<file path="config.mk">
export PLATFORM = sky130hd
export DESIGN_NAME = chan_irq_regs
export DESIGN_NICKNAME = d
export VERILOG_FILES = /design/src/rtl/chan_irq_regs.sv
export SDC_FILE = /design/constraint.sdc
export NUM_CORES = 1
export LEC_CHECK = 0
export ABC_CLOCK_PERIOD_IN_PS = 2200
export BUFFER_PORTS_ARGS = -buffer_cell sky130_fd_sc_hd__buf_2
export CAP_MARGIN = 15
export CORE_MARGIN = 3
export CORE_UTILIZATION = 31
export CTS_CLUSTER_SIZE = 10
export DETAILED_ROUTE_END_ITERATION = 16
export HOLD_SLACK_MARGIN = 0.06
export PLACE_DENSITY = 0.91
export RECOVER_POWER = 50
export SYNTH_ARGS = -nofsm -noshare
export SYNTH_HDL_FRONTEND = slang
export SYNTH_SLANG_ARGS = --single-unit
</file>
<file path="constraint.sdc">
create_clock -name clk -period 2.2 [get_ports clk]
set_clock_uncertainty 0.1 [all_clocks]
set_input_delay 0.11 -clock clk [delete_from_list [all_inputs] [get_ports clk]]
set_output_delay 0.11 -clock clk [all_outputs]
set_load 0.005 [all_outputs]
</file>
<file path="src/rtl/chan_irq_regs.sv">
module chan_irq_regs #(
  parameter int DATA_W    = 32,
  parameter int ADDR_W    = 8,
  parameter int DONE_BIT  = 1,
  parameter int ABORT_BIT = 13,
  parameter logic [ADDR_W-1:0] OFF_STAT = ADDR_W'('h10),
  parameter logic [ADDR_W-1:0] OFF_REQ  = ADDR_W'('h14),
  parameter logic [ADDR_W-1:0] OFF_EN   = ADDR_W'('h18),
  parameter logic [ADDR_W-1:0] OFF_DET  = ADDR_W'('h1C)
) (
  input  logic              clk,
  input  logic              rst_n,
  input  logic              ev_done,
  input  logic              ev_abort,
  input  logic              bus_wr,
  input  logic [ADDR_W-1:0] bus_addr,
  input  logic [DATA_W-1:0] bus_wdata,
  output logic [DATA_W-1:0] bus_rdata,
  output logic              irq_o
);
  localparam logic [DATA_W-1:0] DONE_M  = DATA_W'(1) << DONE_BIT;
  localparam logic [DATA_W-1:0] ABORT_M = DATA_W'(1) << ABORT_BIT;
  localparam logic [DATA_W-1:0] IMPL_M  = DONE_M | ABORT_M;

  logic [DATA_W-1:0] live, prev_q, rise, clr, req_q, en_q, det;

  assign live = (ev_done ? DONE_M : '0) | (ev_abort ? ABORT_M : '0);
  assign rise = live & ~prev_q;
  assign clr  = (bus_wr && bus_addr == OFF_REQ) ? (bus_wdata & IMPL_M) : '0;
  assign det  = req_q & en_q;
  assign irq_o = |det;

  always_ff @(posedge clk or negedge rst_n) begin
    if (!rst_n) begin
      prev_q <= '0;
      req_q  <= '0;
      en_q   <= '0;
    end else begin
      prev_q <= live;
      req_q  <= (req_q & ~clr) | rise;
      if (bus_wr && bus_addr == OFF_EN) en_q <= bus_wdata & IMPL_M;
    end
  end

  always_comb begin
    case (bus_addr)
      OFF_STAT: bus_rdata = live;
      OFF_REQ:  bus_rdata = req_q;
      OFF_EN:   bus_rdata = en_q;
      OFF_DET:  bus_rdata = det;
      default:  bus_rdata = '0;
    endcase
  end
endmodule

</file>
==> out/summary.txt <==
CTS root buf: clkbuf_4
leading area contributor after synthesis: buf_4
Pleak: 0.0003304 uW
num rows: 14
Slew Limit Fails: 0
Crit. End Element: output port
gr usage total: 0.08884
post-layout min period: 1.852 ns
via/cell ratio: 4.071
reg-to-reg startpoint: en_q[1]$_DFFE_PN0P_
synthesized area: 544.3 sq um
worst-path fanout max: 4
endpoints failing hold: 0
initial antenna violation count: 0
Async SR Flop Fraction: 1.000
WP data required: 1.99 ns
PostCTS Resize Cnt: 0
Final period util: 0.8420
CTS Hold Bufs: 5
worst hold path type: input port to flip-flop
clock sinks: 6
RD Place Congestion: 0.8001
wirelength, routed: 982 microns
# DRC: 0
WHS Path Cells: 4
vias in the first global route: 348
final setup fails: 0
sink of the worst hold path: req_q[1]$_DFF_PN0_
total number of vias: 399
CTS tree: done
arrival time at the worst endpoint: 1.64 ns
Core Area: 1577 sq um
CP Launch Type: input port
Reg clk slew, reported paths: 0.05 ns
first-pass GRT wire length: 1.380 mm
post-DR wirelength/cell: 10.02 microns
diodes inserted: 0
total of max-cap violations: 0
Mapped Cells: 58
Post-CTS Setup Inserts: 0
H-tree depth: 1
fillcell total: 173
fmax: 0.5398 GHz
register area share after synthesis: 0.2759
cell with the most instances after synthesis: buf_4
share of the synthesized area in the top cell type: 0.4138
outcome: finished, final reports clean
synth cell count leaders: buf_4, dfrtp_1, inv_1
Peak supply drop: 0.3315 mV
effective utilization at floorplan: 0.3452
final-stage net count: 129
Post-synth EDFFs: 0
die area: 2294 sq um
reg2reg path depth: 1
Yosys warnings: 0
Cell Pwr Density: 443.8 nW/um^2
die span in x: 47.90 microns
Detailed Place HPWL: 839.9 microns
hold path startpoint: bus_addr[3]
latest clock arrival within the worst-skew pair: 0.24 ns
unrepaired setup endpoints after global routing: no
Top FF cell, synth: dfrtp_1
post-route ant nets: 0
Die H: 47.90 microns
largest net degree at the start of global routing: 7
Area Growth Syn to Fin: 10.80%
RR Endpoint: en_q[1]$_DFFE_PN0P_
Final TNS setup: 0 ns
number of top-level pins: 78
DRT Pass-1 Iters: 4
synthesis-stage register bit count: 6
post-route core utilization: 0.3825
DRC marker count from the first detailed-route iteration: 5
top post-synthesis cells by area: buf_4, dfrtp_1, mux2_4
Inserted Clock Buffers: 3
Avg Synthesized Cell Area: 9.384 sq um
clk buf depth: 2
r2r setup slk: 1.32 ns
I/O Buffers: 17
library cells used by synthesis: 15
layout cells sized above 1: 0.2927
grt total ovfl: 0
Setup Crit Path Kind: input port to output port
## final cells by class
class	count	area [sq um]	area share
tap	16	20.02	0.03320
multi-input combinational	47	262.8	0.4357
sequential	6	150.1	0.2490
inverter	4	15.01	0.02490
timing repair buffer	22	132.6	0.2199
clock buffer	3	22.52	0.03734
## through the flow
stage | hold WS (ns) | std cells | setup slack (ns) | power [uW] | cell area [sq um]
final | 0.1350 | 98 | 0.3475 | 267.6 | 603.1
after CTS | 0.1291 | 98 | 0.3412 | 271.1 | 605.6
after floorplan | -0.2856 | 87 | 0.5272 | 180.9 | 653.1
after global placement | -0.1666 | 90 | 0.3859 | 160.9 | 533.0
after detailed placement | -0.1592 | 90 | 0.3499 | 162.6 | 533.0
after global routing | 0.1455 | 98 | 0.2893 | 291.0 | 603.1
## layer usage
metal / global-route usage / share of wire
met5: 0 / 0
met2: 0.1187 / 0.51
met3: 0.05639 / 0.13
met4: 0.03226 / 0.0051
met1: 0.1143 / 0.36
## power breakdown
group          switching, uW  internal (uW)  total (uW)  leakage (uW)
clock network           37.7           61.6        99.3     0.0000138
logic                   28.1           23.6        51.7      0.000248
registers               2.12            115         117     0.0000684
total                   68.0            200         268      0.000330
## cells by family after synthesis
kind of cell	synth area share
other cells	0.006890
buf+inv	0.4414
flops	0.2759
mux	0.05517
compound gates	0.1172
simple gates	0.1034
## flip-flops by register name, summed over array words and instances (netlist names)
| register | flops |
|---|---|
| req_q | 2 |
| prev_q | 2 |
| en_q | 2 |
## how the worst max path moves through the flow
stage                startpoint                   end  slack [ns]  cells after the start
floorplan           bus_addr[5]  en_q[13]$_DFFE_PN0P_        0.53                      3
global placement    bus_addr[5]         bus_rdata[13]        0.39                      5
detailed placement  bus_addr[5]          bus_rdata[1]        0.35                      5
CTS                 bus_addr[5]          bus_rdata[1]        0.34                      5
global route        bus_addr[5]          bus_rdata[1]        0.29                      5
finish              bus_addr[5]          bus_rdata[1]        0.35                      5
## placed cells by master (no fill, tap or decap), drive strengths merged
cell type,instances
conb,30
buf,15
dfrtp,6
dlygate4sd3,5
clkbuf,5
inv,4
o22ai,2
a311oi,2
nand3b,2
o31ai,2
o21ai,2
mux2,2
or4b,1
or3,1
or3b,1
a22o,1
or4,1
## worst max-delay path, stage by stage
cell	delay, ns
buf_2	0.10
or4b_4	0.54
or3_2	0.44
a311oi_1	0.28
buf_2	0.17
(Power assumes the default switching activity.)
